## config.mk

```make
export PLATFORM = sky130hd
export DESIGN_NAME = pgd_burst_ctrl
export DESIGN_NICKNAME = d
export VERILOG_FILES = /design/src/rtl/pgd_pkg.sv /design/src/rtl/pgd_refresh_sched.sv /design/src/rtl/pgd_beat_timer.sv /design/src/rtl/pgd_burst_ctrl.sv
export SDC_FILE = /design/constraint.sdc
export NUM_CORES = 1
export LEC_CHECK = 0
export BUFFER_PORTS_ARGS = -buffer_cell sky130_fd_sc_hd__clkbuf_2
export CORE_ASPECT_RATIO = 0.75
export CORE_UTILIZATION = 43
export CTS_BUF_LIST = sky130_fd_sc_hd__clkbuf_8
export CTS_CLUSTER_DIAMETER = 40
export DETAILED_ROUTE_END_ITERATION = 12
export PLACE_DENSITY = 0.72
export SYNTH_ARGS = -nofsm -noshare
export SYNTH_HDL_FRONTEND = slang
export SYNTH_SLANG_ARGS = --single-unit
```

## constraint.sdc

```tcl
create_clock -name clk -period 2 [get_ports clk]
set_clock_uncertainty 0.15 [all_clocks]
set_input_delay 0.2 -clock clk [delete_from_list [all_inputs] [get_ports clk]]
set_output_delay 0.2 -clock clk [all_outputs]
set_load 0.01 [all_outputs]
```

## src/rtl/pgd_pkg.sv

```systemverilog
package pgd_pkg;

  typedef enum logic [1:0] {
    PROF_FPM  = 2'd0,
    PROF_EDO  = 2'd1,
    PROF_SYNC = 2'd2,
    PROF_SYNB = 2'd3
  } prof_e;

  typedef enum logic [1:0] {
    ST_IDLE    = 2'd0,
    ST_BURST   = 2'd1,
    ST_REFRESH = 2'd2
  } state_e;

  // cycles from acceptance edge to the first captured word
  function automatic int unsigned first_lat(prof_e p);
    case (p)
      PROF_FPM: return 5;
      PROF_EDO: return 5;
      default:  return 4;
    endcase
  endfunction

  // cycles between later words
  function automatic int unsigned beat_gap(prof_e p);
    case (p)
      PROF_FPM: return 3;
      PROF_EDO: return 2;
      default:  return 1;
    endcase
  endfunction

  function automatic int unsigned burst_len(prof_e p, int unsigned beats);
    return first_lat(p) + beat_gap(p) * (beats - 1);
  endfunction

endpackage

```

## src/rtl/pgd_refresh_sched.sv

```systemverilog
module pgd_refresh_sched #(
  parameter int INTERVAL = 195,
  parameter int ROW_W    = 11,
  localparam int TMR_W   = (INTERVAL > 1) ? $clog2(INTERVAL) : 1
) (
  input  logic             clk,
  input  logic             rst,
  input  logic             take,
  output logic             pend,
  output logic [ROW_W-1:0] row
);

  logic [TMR_W-1:0] tmr;
  logic             tick;

  assign tick = (tmr == TMR_W'(INTERVAL - 1));

  always_ff @(posedge clk) begin
    if (rst) begin
      tmr  <= '0;
      pend <= 1'b0;
      row  <= '0;
    end else begin
      tmr <= tick ? '0 : tmr + 1'b1;
      if (take) begin
        pend <= 1'b0;
        row  <= row + 1'b1;
      end
      if (tick) pend <= 1'b1;
    end
  end

endmodule

```

## src/rtl/pgd_beat_timer.sv

```systemverilog
module pgd_beat_timer
  import pgd_pkg::*;
#(
  parameter int BEATS = 4,
  parameter int CNT_W = 4,
  localparam int BEAT_W = (BEATS > 1) ? $clog2(BEATS) : 1
) (
  input  logic              clk,
  input  logic              rst,
  input  logic              start,
  input  prof_e             req_prof,
  output prof_e             prof_q,
  output logic [CNT_W-1:0]  cnt,
  output logic [BEAT_W-1:0] k,
  output logic              capture,
  output logic              last
);

  logic             active;
  logic [CNT_W-1:0] nxt_cap;

  assign capture = active && (cnt == nxt_cap);
  assign last    = capture && (k == BEAT_W'(BEATS - 1));

  always_ff @(posedge clk) begin
    if (rst) begin
      active  <= 1'b0;
      cnt     <= '0;
      nxt_cap <= '0;
      k       <= '0;
      prof_q  <= PROF_FPM;
    end else if (start) begin
      active  <= 1'b1;
      cnt     <= CNT_W'(1);
      k       <= '0;
      nxt_cap <= CNT_W'(first_lat(req_prof));
      prof_q  <= req_prof;
    end else if (active) begin
      cnt <= cnt + 1'b1;
      if (capture) begin
        k       <= k + 1'b1;
        nxt_cap <= nxt_cap + CNT_W'(beat_gap(prof_q));
        if (last) active <= 1'b0;
      end
    end
  end

endmodule

```

## src/rtl/pgd_burst_ctrl.sv

```systemverilog
module pgd_burst_ctrl
  import pgd_pkg::*;
#(
  parameter int ADDR_W       = 11,
  parameter int DATA_W       = 64,
  parameter int BEATS        = 4,
  parameter int REF_INTERVAL = 195,
  parameter int REF_RAS_CYC  = 3,
  localparam int BEAT_W      = (BEATS > 1) ? $clog2(BEATS) : 1,
  localparam int MAX_TOTAL   = 5 + 3 * (BEATS - 1),
  localparam int CNT_W       = $clog2(MAX_TOTAL + 1)
) (
  input  logic              clk,
  input  logic              rst,
  input  logic              req_valid,
  input  logic [ADDR_W-1:0] req_row,
  input  logic [ADDR_W-1:0] req_col,
  input  logic [1:0]        req_profile,
  output logic              req_ready,
  output logic [ADDR_W-1:0] dram_addr,
  output logic              dram_ras,
  output logic              dram_cas,
  input  logic [DATA_W-1:0] dram_rdata,
  output logic              beat_valid,
  output logic [BEAT_W-1:0] beat_idx,
  output logic [DATA_W-1:0] beat_data,
  output logic              done,
  output logic [CNT_W-1:0]  done_cycles
);

  localparam int RC_W = $clog2(REF_RAS_CYC + 1);

  state_e              state;
  logic                ref_pend;
  logic [ADDR_W-1:0]   ref_row;
  logic                ref_take;
  logic                tm_start;
  prof_e               prof_q;
  logic [CNT_W-1:0]    tm_cnt;
  logic [BEAT_W-1:0]   tm_k;
  logic                tm_capture;
  logic                tm_last;
  logic [ADDR_W-BEAT_W-1:0] col_blk;
  logic [BEAT_W-1:0]   col_lo;
  logic [RC_W-1:0]     rcnt;

  assign req_ready = (state == ST_IDLE) && !ref_pend;
  assign ref_take  = (state == ST_IDLE) && ref_pend;
  assign tm_start  = req_ready && req_valid;

  pgd_refresh_sched #(
    .INTERVAL (REF_INTERVAL),
    .ROW_W    (ADDR_W)
  ) u_refresh (
    .clk  (clk),
    .rst  (rst),
    .take (ref_take),
    .pend (ref_pend),
    .row  (ref_row)
  );

  pgd_beat_timer #(
    .BEATS (BEATS),
    .CNT_W (CNT_W)
  ) u_timer (
    .clk      (clk),
    .rst      (rst),
    .start    (tm_start),
    .req_prof (prof_e'(req_profile)),
    .prof_q   (prof_q),
    .cnt      (tm_cnt),
    .k        (tm_k),
    .capture  (tm_capture),
    .last     (tm_last)
  );

  // strobe / address sequencing
  always_ff @(posedge clk) begin
    if (rst) begin
      state       <= ST_IDLE;
      dram_addr   <= '0;
      dram_ras    <= 1'b0;
      dram_cas    <= 1'b0;
      col_blk     <= '0;
      col_lo      <= '0;
      rcnt        <= '0;
      done        <= 1'b0;
      done_cycles <= '0;
    end else begin
      done <= 1'b0;
      case (state)
        ST_IDLE: begin
          if (ref_pend) begin
            state     <= ST_REFRESH;
            dram_addr <= ref_row;
            dram_ras  <= 1'b1;
            dram_cas  <= 1'b0;
            rcnt      <= '0;
          end else if (req_valid) begin
            state     <= ST_BURST;
            dram_addr <= req_row;
            dram_ras  <= 1'b1;
            dram_cas  <= 1'b0;
            col_blk   <= req_col[ADDR_W-1:BEAT_W];
            col_lo    <= req_col[BEAT_W-1:0];
          end
        end
        ST_REFRESH: begin
          rcnt <= rcnt + 1'b1;
          if (rcnt == RC_W'(REF_RAS_CYC - 1)) begin
            dram_ras <= 1'b0;
            state    <= ST_IDLE;
          end
        end
        ST_BURST: begin
          if (tm_cnt == CNT_W'(1)) begin
            dram_cas  <= 1'b1;
            dram_addr <= {col_blk, col_lo};
          end
          if (tm_capture) begin
            if (tm_last) begin
              dram_ras    <= 1'b0;
              dram_cas    <= 1'b0;
              state       <= ST_IDLE;
              done        <= 1'b1;
              done_cycles <= tm_cnt;
            end else begin
              dram_addr <= {col_blk, BEAT_W'(col_lo + tm_k + 1'b1)};
            end
          end
        end
        default: state <= ST_IDLE;
      endcase
    end
  end

  // output word register; extended-data-out keeps a word until replaced
  always_ff @(posedge clk) begin
    if (rst) begin
      beat_valid <= 1'b0;
      beat_idx   <= '0;
      beat_data  <= '0;
    end else if (tm_capture) begin
      beat_valid <= 1'b1;
      beat_idx   <= tm_k;
      beat_data  <= dram_rdata;
    end else if (!(state == ST_BURST && prof_q == PROF_EDO)) begin
      beat_valid <= 1'b0;
    end
  end

endmodule

```

==> flow_metrics.tcl, run 1 <==
set metrics [dict create \
    yosys.area.top_type "dfxtp_1" \
    htree_levels 4 \
    ant_nets 0 \
    cp_slowest_cell "dfxtp_1" \
    synthCells 661 \
    grt_pass1_vias 5137 \
    syn_to_final_growth_pct 43.5 \
    vdd_drop_max_mv 0.505 \
    antenna_cells 0 \
    finalCritPeriodShare 0.950 \
    slew_viol_final 0 \
    row_count 35 \
    powerDensity_mw_per_mm2 876 \
    io_pins 177 \
    final_layout_size_suffix_gt1_frac 0.266 \
    reg2reg_depth 7 \
    seq_area_frac_synth 0.480 \
    dr.pass1.iters 4 \
    preCtsSetupSlack_ns 0.0282 \
    drtIter0Drc 297 \
    final_util 0.641 \
    cts_buffer_depth 2 \
    insertion_delay_ns 0.43 \
    ys_ff_latch 133 \
    syn-mean-instance-area_um2 8.40 \
    cts_tree "yes" \
    overflow 0 \
    path_cells "inv_1 > ha_4 > nor3b_2 > nor4b_2 > a21o_1 > a21oi_1 > a311oi_1" \
    ys.flop_type "dfxtp_1" \
    reg2reg_slack_ns 0.1 \
    start_util 0.446 \
    avgViaCountPerCell 5.04 \
    yosysWarnings 0 \
    drt_wl_total_mm 15.2 \
    gp_congestion 0.795 \
    routedWlPerCell_um 13.9 \
    outcome "complete, no violations" \
    cap_viol_max_count 0 \
    grt_start_max_net_pins 110 \
    port_buffers 176 \
    hold_violations 0 \
    max_freq_ghz 0.526 \
    core_area_mm2 0.0124 \
    worstPathRequired_ns 2.20 \
    dieHeight_um 100 \
    synth_top_area_frac 0.480 \
    post-dp-hpwl_mm 9.39 \
    vias 5515 \
    grt_pass1_wl_mm 24.5 \
    dieWidth_um 133 \
    cp.arrival_ns 2.10 \
    max_slew_margin 0.658 \
    final.min_clock_period_ns 1.90 \
    antenna_found_initial 0 \
    drc 0 \
    worst_slack_ns 0.0999 \
    seqCellArea_mm2 0.00266 \
    critPathLaunchType "flip-flop" \
    synthesis.area_mm2 0.00555 \
    tightest_slew_ns 0.513 \
    die_area_mm2 0.0134 \
    p_leak_nw 3.34 \
    min_path_cells 3 \
    numCtsBuffers 17 \
    hold_class "in -> reg" \
    grt_util_all_layers 0.230 \
    cts_root_buffer "clkbuf_8" \
    async_reset_ff_frac 0 \
    synth_area_leaders "dfxtp_1 48%, nand2_1 12%, a21oi_1 8.6%" \
    path_max_fanout 6 \
    cpPeakStageDelay_ns 0.37 \
    synth_cell_types 43 \
    crit_path_end_kind "flip-flop" \
    nNetsFinal 1021 \
    syn-num-nets 766 \
    finalSetupViolCount 0 \
    synth_edf_count 0 \
    multi_input_comb_area_mm2 0.00263 \
    path_clk_slew_ns 0.08 \
    path_class "reg -> reg" \
    nFillCells 1056 \
    numClockSinks 133 \
]
metrics by stage:
stage | hold WS [ns] | power [W] | instance area (µm²) | setup TNS, ns | cells
final | 0.0776 | 0.00698 | 7970 | 0 | 1094
after global routing | 0.0791 | 0.00734 | 7970 | -0.00209 | 1094
after CTS | 0.00347 | 0.00700 | 7910 | 0 | 1093
after detailed placement | 0.278 | 0.00423 | 6650 | 0 | 984
after global placement | 0.274 | 0.00422 | 6650 | 0 | 984
after floorplan | 0.186 | 0.00377 | 5550 | 0 | 661
flip-flops by register name, summed over array words and instances, names as in the netlist, 2 cells and up:
register / flops
beat_data: 64
dram_addr: 11
u_refresh.row: 11
col_blk: 9
u_refresh.tmr: 8
done_cycles: 4
u_timer.cnt: 4
u_timer.nxt_cap: 4
beat_idx: 2
col_lo: 2
rcnt: 2
state: 2
u_timer.k: 2
u_timer.prof_q: 2
Yosys cell counts (all sizes together) (2+ instances only):
| cell type | n |
|---|---|
| nand2 | 180 |
| dfxtp | 133 |
| a21oi | 95 |
| nor2 | 34 |
| clkbuf | 24 |
| buf | 22 |
| o211ai | 19 |
| mux2i | 18 |
| o21ai | 17 |
| xor2 | 17 |
| nand4 | 16 |
| ha | 13 |
| inv | 11 |
| o2111ai | 9 |
| xnor2 | 6 |
| a211oi | 5 |
| nand3 | 5 |
| or3 | 5 |
| and2 | 4 |
| and3 | 4 |
| nor3 | 4 |
| a31oi | 3 |
| nand2b | 2 |
| nand4b | 2 |
| nor2b | 2 |
| nor3b | 2 |
final timing paths:
kind                                   start                               to
hold / removal                     req_valid  u_timer.nxt_cap[0]$_SDFFE_PP0P_
hold reg to reg   beat_data[49]$_SDFFE_PP0N_       beat_data[49]$_SDFFE_PP0N_
setup / recovery       state[1]$_SDFFE_PP0P_            dram_ras$_SDFFE_PP0P_
setup reg to reg       state[1]$_SDFFE_PP0P_            dram_ras$_SDFFE_PP0P_
power breakdown:
| part | switching [W] | internal [W] |
|---|---|---|
| Clock | 0.00104 | 0.00158 |
| Combinational | 0.000748 | 0.000617 |
| Sequential | 0.000145 | 0.00284 |
| Total | 0.00194 | 0.00504 |
final cells by class:
class                      count  share of cell area
timing repair buffer         282               0.244
multi-input combinational    471               0.331
inverter                      11             0.00518
sequential                   133               0.334
clock buffer                  20              0.0346
tap                          166              0.0261
clock inverter                11              0.0250
cell usage in the layout, fill, tap and decap left out, types with 5 or more instances in the layout:
cell           Yosys  final
xor2_1            17     17
nand4_1           16     16
dlygate4sd3_1      0     78
o21ai_0           17     17
clkbuf_8           0     20
ha_1              13     12
nand2_1          180    178
xnor2_1            6      6
clkbuf_2           0    175
dfxtp_1          133    133
nand3_1            5      5
a21oi_1           95     95
bufinv_16          0      5
a211oi_1           5      5
inv_1             11     11
or3_1              5      5
o2111ai_1          9      9
buf_4              1     20
o211ai_1          19     19
nor2_1            34     33
mux2i_1           18     18
logic make-up (layout without fill, tap and decap cells):
family	after synthesis	count (layout)	synth area share
mux	19	19	0.0345
simple gates	263	263	0.204
xor+xnor	23	23	0.0363
buf+inv	57	324	0.0528
flops	133	133	0.480
fa+ha+maj	14	14	0.0329
compound gates	152	152	0.160
critical path, delay by kind of cell, from the launching register on:
kind                     cells  cell delay (ns)
AO/OA/AOI/OAI                3             0.57
AND/OR/NAND/NOR              2             0.44
flip-flops                   1             0.37
adder cells (fa/ha/maj)      1             0.19
buffers and inverters        1             0.11
metal layers:
metal / vias up / GRT usage / part of all wire
li1: 2771 / - / -
met1: 2522 / 0.296 / 0.45
met2: 185 / 0.369 / 0.47
met3: 37 / 0.0571 / 0.055
met4: 0 / 0.0953 / 0.027
met5: - / 0 / 0
what timing repair did:
action | in CTS | in global routing
hold buffers | 78 | 0
pin swaps | 0 | 2
hold endpoints to repair | 79 | 0
setup buffers | 0 | 1
setup endpoints to repair | 2 | 47
resized for setup | 1 | 13
cloned | 0 | 0
Note: power is estimated with default switching activity, not from simulation.
==> run 2: changes to the inputs <==
Settings changed: RECOVER_POWER set to 100.
==> run 2 against run 1 <==
Effect of this change:
- flip-flop and latch count is the same
- register-to-register slack is essentially flat
- first-iteration DRC count increased by 8.8%
- final cell count did not move
- clock power is essentially flat
- clock-buffer cell count is the same
- power shrank 0.68%
- hold slack better by 0.0016 ns
- sequential share of layout area increased by 0.50 points
- largest cell class unchanged
==> flow_metrics.tcl, run 2 (synthesis results as in run 1) <==
set metrics [dict create \
    vias 5486 \
    core_area_mm2 0.0124 \
    tightest_slew_ns 0.498 \
    row_count 35 \
    insertion_delay_ns 0.43 \
    die_area_mm2 0.0134 \
    overflow 0 \
    numClockSinks 133 \
    path_max_fanout 6 \
    cts_root_buffer "clkbuf_8" \
    cap_viol_max_count 0 \
    worstPathRequired_ns 2.19 \
    dieWidth_um 133 \
    cpPeakStageDelay_ns 0.36 \
    sw_frac_of_total 0.278 \
    grt_pass1_wl_mm 24.5 \
    r2r_start "state[1]$_SDFFE_PP0P_" \
    grt_pass1_vias 5137 \
    switchingPower_w 0.00193 \
    path_cells "inv_1 > ha_4 > nor3b_2 > nor4b_2 > a21o_1 > a21oi_1 > a311oi_1" \
    post-dp-hpwl_mm 9.39 \
    p_int_w 0.00500 \
    antenna_found_initial 0 \
    ant_nets 0 \
    hold-worst-slack_ns 0.0792 \
    max_slew_margin 0.668 \
    top_regs "beat_data: 64 flops, dram_addr: 11 flops, u_refresh.row: 11 flops" \
    combPwrFrac 0.191 \
    power_frac_clock 0.378 \
    power.sequential.fraction 0.431 \
    path_clk_slew_ns 0.08 \
    start_util 0.446 \
    antenna_cells 0 \
    drtIter0Drc 323 \
    final_util 0.631 \
    dr.pass1.iters 6 \
    drc 0 \
    critPathLaunchType "flip-flop" \
    drt_wl_total_mm 15.2 \
    cp.arrival_ns 2.10 \
    largest_register "beat_data" \
    finalSetupViolCount 0 \
    grt_util_all_layers 0.230 \
    outcome "complete, no violations" \
    layout_common_cells "178 x nand2_1, 133 x dfxtp_1, 95 x a21oi_1" \
    path_class "reg -> reg" \
    hold_class "in -> reg" \
    cts_buffer_depth 2 \
    cts_tree "yes" \
    io_pins 177 \
    powerDensity_mw_per_mm2 883 \
    final_layout_size_suffix_gt1_frac 0.172 \
    cp-startpoint "state[1]$_SDFFE_PP0P_" \
    final.min_clock_period_ns 1.91 \
    dieHeight_um 100 \
    grt_start_max_net_pins 110 \
    place_area_mm2 0.00665 \
    hold_violations 0 \
    routedWlPerCell_um 13.9 \
    max_freq_ghz 0.525 \
    vdd_drop_max_mv 0.500 \
    numCtsBuffers 17 \
    port_buffers 176 \
    crit_family "compound AO/OA/AOI/OAI gates" \
    gp_congestion 0.795 \
    syn_to_final_growth_pct 41.4 \
    finalCritPeriodShare 0.953 \
    slew_viol_final 0 \
    cp_slowest_cell "dfxtp_1" \
    hp-start "req_valid" \
    crit_path_end_kind "flip-flop" \
    p_leak_nw 3.04 \
    avgViaCountPerCell 5.01 \
    final_cell_area_mm2 0.00785 \
    nNetsFinal 1021 \
    final_common_cell "nand2_1" \
    finalPower_w 0.00693 \
    worst-path-buf-inv 1 \
    htree_levels 4 \
    largest_reg_flops 64 \
]
run 2: metrics by stage:
stage / worst slack [ns] / std cells / setup TNS (ns)
2_1_floorplan: 0.0634 / 661 / 0
3_3_place_gp: 0.0876 / 984 / 0
6_report: 0.0937 / 1094 / 0
5_1_grt: -0.00209 / 1094 / -0.00209
3_5_place_dp: 0.0282 / 984 / 0
4_1_cts: 0.0191 / 1093 / 0
run 2: area by class of cell:
type                            instances  area (µm²)
Clock buffer                           20         275
Clock inverter                         11         199
Fill cell                            1117        4590
Inverter                               11        41.3
Multi-Input combinational cell        471        2630
Sequential cell                       133        2660
Tap cell                              166         208
Timing Repair Buffer                  282        1830
run 2: final timing paths:
path	to	slack, ns	depth (start not counted)
worst min register to register	beat_data[49]$_SDFFE_PP0N_	0.30	2
worst max-delay path	dram_ras$_SDFFE_PP0P_	0.09	7
worst min-delay path	u_timer.nxt_cap[0]$_SDFFE_PP0P_	0.08	3
worst max register to register	dram_ras$_SDFFE_PP0P_	0.09	7
run 2: worst register-to-register path, stage by stage (launching register included):
cell and delay (ns):
dfxtp_1 0.36, inv_1 0.10, ha_4 0.19, nor3b_2 0.19, nor4b_2 0.26, a21o_1 0.24
a21oi_1 0.10, a311oi_1 0.23
run 2: repair_timing:
item,in CTS,in global routing
endpoints found under the hold margin,79,0
pin swaps,0,2
hold buffers,78,0
buffers inserted,0,1
setup endpoints to repair,2,47
gates cloned,0,0
gates resized for setup,1,13
run 2: power groups by stage:
stage,Clock (W),Combinational (W),Sequential [W]
floorplan,0,0.000684,0.00309
global placement,0,0.00118,0.00304
detailed placement,0,0.00119,0.00304
CTS,0.00269,0.00132,0.00298
global route,0.00283,0.00146,0.00301
finish,0.00262,0.00132,0.00299
run 2: layer usage:
| metal | routed length, µm | up-vias | track usage | share of wire |
|---|---|---|---|---|
| li1 | - | 2767 | - | - |
| met1 | 7040 | 2534 | 0.296 | 0.46 |
| met2 | 7200 | 152 | 0.369 | 0.47 |
| met3 | 645 | 33 | 0.0571 | 0.042 |
| met4 | 346 | 0 | 0.0953 | 0.023 |
| met5 | 0 | - | 0 | 0 |
==> run 3: changes to the inputs <==
Settings changed: CORE_ASPECT_RATIO 0.75 to not set, SKIP_LAST_GASP set to 1, SYNTH_HIERARCHICAL set to 1.
==> run 3 against run 2 <==
Effect of this change:
- the flow now finishes with violations (negative setup slack)
- synthesized area grew 3.6%
- utilization grew 3.1 points
- non-clock buffer count increased by 27
- critical endpoint is now beat_data[13]$_SDFFE_PP0P_
==> flow_metrics.tcl, run 3 <==
set metrics [dict create \
    rsz0062_at_grt "yes" \
    p_int_w 0.00522 \
    gp_congestion 0.792 \
    drt_wl_total_mm 17.1 \
    dp_cells 985 \
    synth_edf_count 0 \
    finalPower_w 0.00711 \
    yosysWarnings 6 \
    synth_area_leaders "dfxtp_1 46%, mux2i_1 13%, nor2_1 7.6%" \
    hp-start "req_row[0]" \
    dr.pass1.iters 4 \
    grt_pass1_wl_mm 27.0 \
    hold_violations 0 \
    final_layout_size_suffix_gt1_frac 0.223 \
    powerDensity_mw_per_mm2 837 \
    vias 5665 \
    syn-mean-instance-area_um2 9.02 \
    finalSetupViolCount 6 \
    ys.flop_type "dfxtp_1" \
    switchingPower_w 0.00189 \
    max_freq_ghz 0.486 \
    nNetsFinal 1029 \
    ant_nets 0 \
    cap_viol_max_count 0 \
    hold_end "dram_addr[0]$_SDFFE_PP0P_" \
    cts_buffer_depth 2 \
    worst_slack_ns -0.0578 \
    crit_path_end_kind "flip-flop" \
    synthCells 637 \
    top_regs "beat_data: 64 flops, dram_addr: 11 flops, u_refresh/row: 11 flops" \
    multi_input_comb_area_mm2 0.00297 \
    p_leak_nw 3.42 \
    avgViaCountPerCell 5.11 \
    async_reset_ff_frac 0 \
    post-dp-hpwl_mm 10.0 \
    grt_util_all_layers 0.245 \
    largest_reg_flops 64 \
    final.min_clock_period_ns 2.06 \
    reg2reg_slack_ns -0.06 \
    path_class "reg -> reg" \
    synth_top_area_frac 0.463 \
    hold_class "in -> reg" \
    ys_ff_latch 133 \
    synth_xor_area_frac 0.0198 \
    path_max_fanout 8 \
    layout_common_cells "125 x dfxtp_1, 115 x nor2_1, 92 x clkbuf_2" \
    dieWidth_um 118 \
    synth_compound_area_frac 0.0956 \
    slew_viol_final 0 \
    path_clk_slew_ns 0.07 \
    hold-worst-slack_ns 0.0504 \
    outcome "finished, violations left" \
    core_area_mm2 0.0128 \
    power.sequential.fraction 0.413 \
    r2r_start "u_timer/nxt_cap[0]$_SDFFE_PP0P_" \
    final_common_cell "dfxtp_1" \
    cts_root_buffer "clkbuf_8" \
    vdd_drop_max_mv 0.569 \
    yosys.area_share.simple 0.209 \
    die_area_mm2 0.0138 \
    drtIter0Drc 357 \
    routedWlPerCell_um 15.4 \
    synth_top_family_by_area "simple AND/OR/NAND/NOR gates" \
    worstPathRequired_ns 2.19 \
    cts_tree "yes" \
    numCtsBuffers 17 \
    insertion_delay_ns 0.45 \
    grt_start_max_net_pins 60 \
    io_pins 177 \
    antenna_cells 0 \
    yosys.area.top_type "dfxtp_1" \
    row_count 41 \
    syn_to_final_growth_pct 47.7 \
    fin_cells 1108 \
    cp.arrival_ns 2.25 \
    numClockSinks 133 \
    grt_pass1_vias 5485 \
    tightest_slew_ns 0.639 \
    largest_register "beat_data" \
    power_frac_clock 0.384 \
    preCtsSetupSlack_ns -0.146 \
    antenna_found_initial 0 \
    synthTopCellsByCount "133 x dfxtp_1, 117 x nor2_1, 77 x mux2i_1, 48 x a21oi_1, 47 x nand2_1" \
    reg2reg_depth 7 \
    syn-num-nets 742 \
    synth_cell_types 53 \
    dieHeight_um 118 \
    start_util 0.448 \
    synth_fa_ha_area_frac 0.0318 \
    violations "negative setup slack" \
    max_slew_margin 0.574 \
    r2r_end "beat_data[13]$_SDFFE_PP0P_" \
    drc 0 \
    critPathLaunchType "flip-flop" \
    combPwrFrac 0.203 \
    overflow 0 \
    sw_frac_of_total 0.266 \
    finalCritPeriodShare 1.03 \
    port_buffers 176 \
    synthMuxAreaShare 0.138 \
    seq_area_frac_synth 0.463 \
    nFillCells 1029 \
    yosys.cell_count.top_type "dfxtp_1" \
    seqCellArea_mm2 0.00268 \
    synthesis.area_mm2 0.00575 \
    htree_levels 4 \
    tns_ns -0.126 \
    min_path_cells 5 \
]
## run 3: worst max path at each step
stage / startpoint / to / slack (ns) / cells after the start
2_1_floorplan: u_timer/nxt_cap[1]$_SDFFE_PP0P_ / dram_addr[10]$_SDFFE_PP0P_ / -0.18 / 9
3_3_place_gp: u_timer/nxt_cap[0]$_SDFFE_PP0P_ / dram_addr[6]$_SDFFE_PP0P_ / -0.10 / 7
3_5_place_dp: u_timer/nxt_cap[0]$_SDFFE_PP0P_ / dram_addr[9]$_SDFFE_PP0P_ / -0.15 / 7
4_1_cts: u_timer/nxt_cap[1]$_SDFFE_PP0P_ / dram_addr[9]$_SDFFE_PP0P_ / -0.04 / 9
5_1_grt: u_timer/nxt_cap[0]$_SDFFE_PP0P_ / dram_addr[2]$_SDFFE_PP0P_ / -0.13 / 7
6_report: u_timer/nxt_cap[0]$_SDFFE_PP0P_ / beat_data[13]$_SDFFE_PP0P_ / -0.06 / 7
## run 3: area by class of cell
class                   instances  area share
clock buffers                  20      0.0324
flip-flops and latches        133       0.315
inverters                      16     0.00751
clock inverters                11      0.0242
well taps                     172      0.0253
multi-input cells             447       0.349
repair buffers                309       0.246
## run 3: through the flow
step                      instance area, µm²   util
after global placement                  7090  0.553
after floorplan                         5870      -
after CTS                               8480  0.661
after detailed placement                7090  0.553
final                                   8490  0.662
after global routing                    8490  0.662
## run 3: repair_timing
action / CTS / global route
setup endpoints to repair: 80 / 83
hold endpoints to repair: 82 / 0
resized for setup: 18 / 19
buffers inserted: 1 / 6
hold buffers: 81 / 0
pin swaps: 5 / 6
cloned: 3 / 1
## run 3: critical path, stage by stage (launching register included)
cell and delay [ns]:
dfxtp_2 0.33, nor2b_4 0.13, or3_4 0.38, nor3_4 0.20, buf_6 0.23, buf_6 0.18
mux2i_1 0.28, nor2_1 0.06
## run 3: routing by layer
metal	global-route usage	wire, µm	part of all wire	up-vias
met5	0	0	0	-
met2	0.415	8420	0.49	199
met4	0.0970	296	0.017	0
met1	0.291	7310	0.43	2682
li1	-	-	-	2756
met3	0.0683	1070	0.063	28
## run 3: power groups by stage
stage / logic, W / registers [W] / clock network (W)
final: 0.00144 / 0.00294 / 0.00273
after global routing: 0.00156 / 0.00295 / 0.00289
after CTS: 0.00137 / 0.00292 / 0.00277
after detailed placement: 0.00119 / 0.00298 / 0
after global placement: 0.00117 / 0.00298 / 0
after floorplan: 0.000701 / 0.00303 / 0
## run 3: cell families after synthesis
kind of cell / Yosys count
simple gates: 252
buf+inv: 58
flops: 133
compound gates: 88
fa+ha+maj: 14
mux: 79
xor+xnor: 13
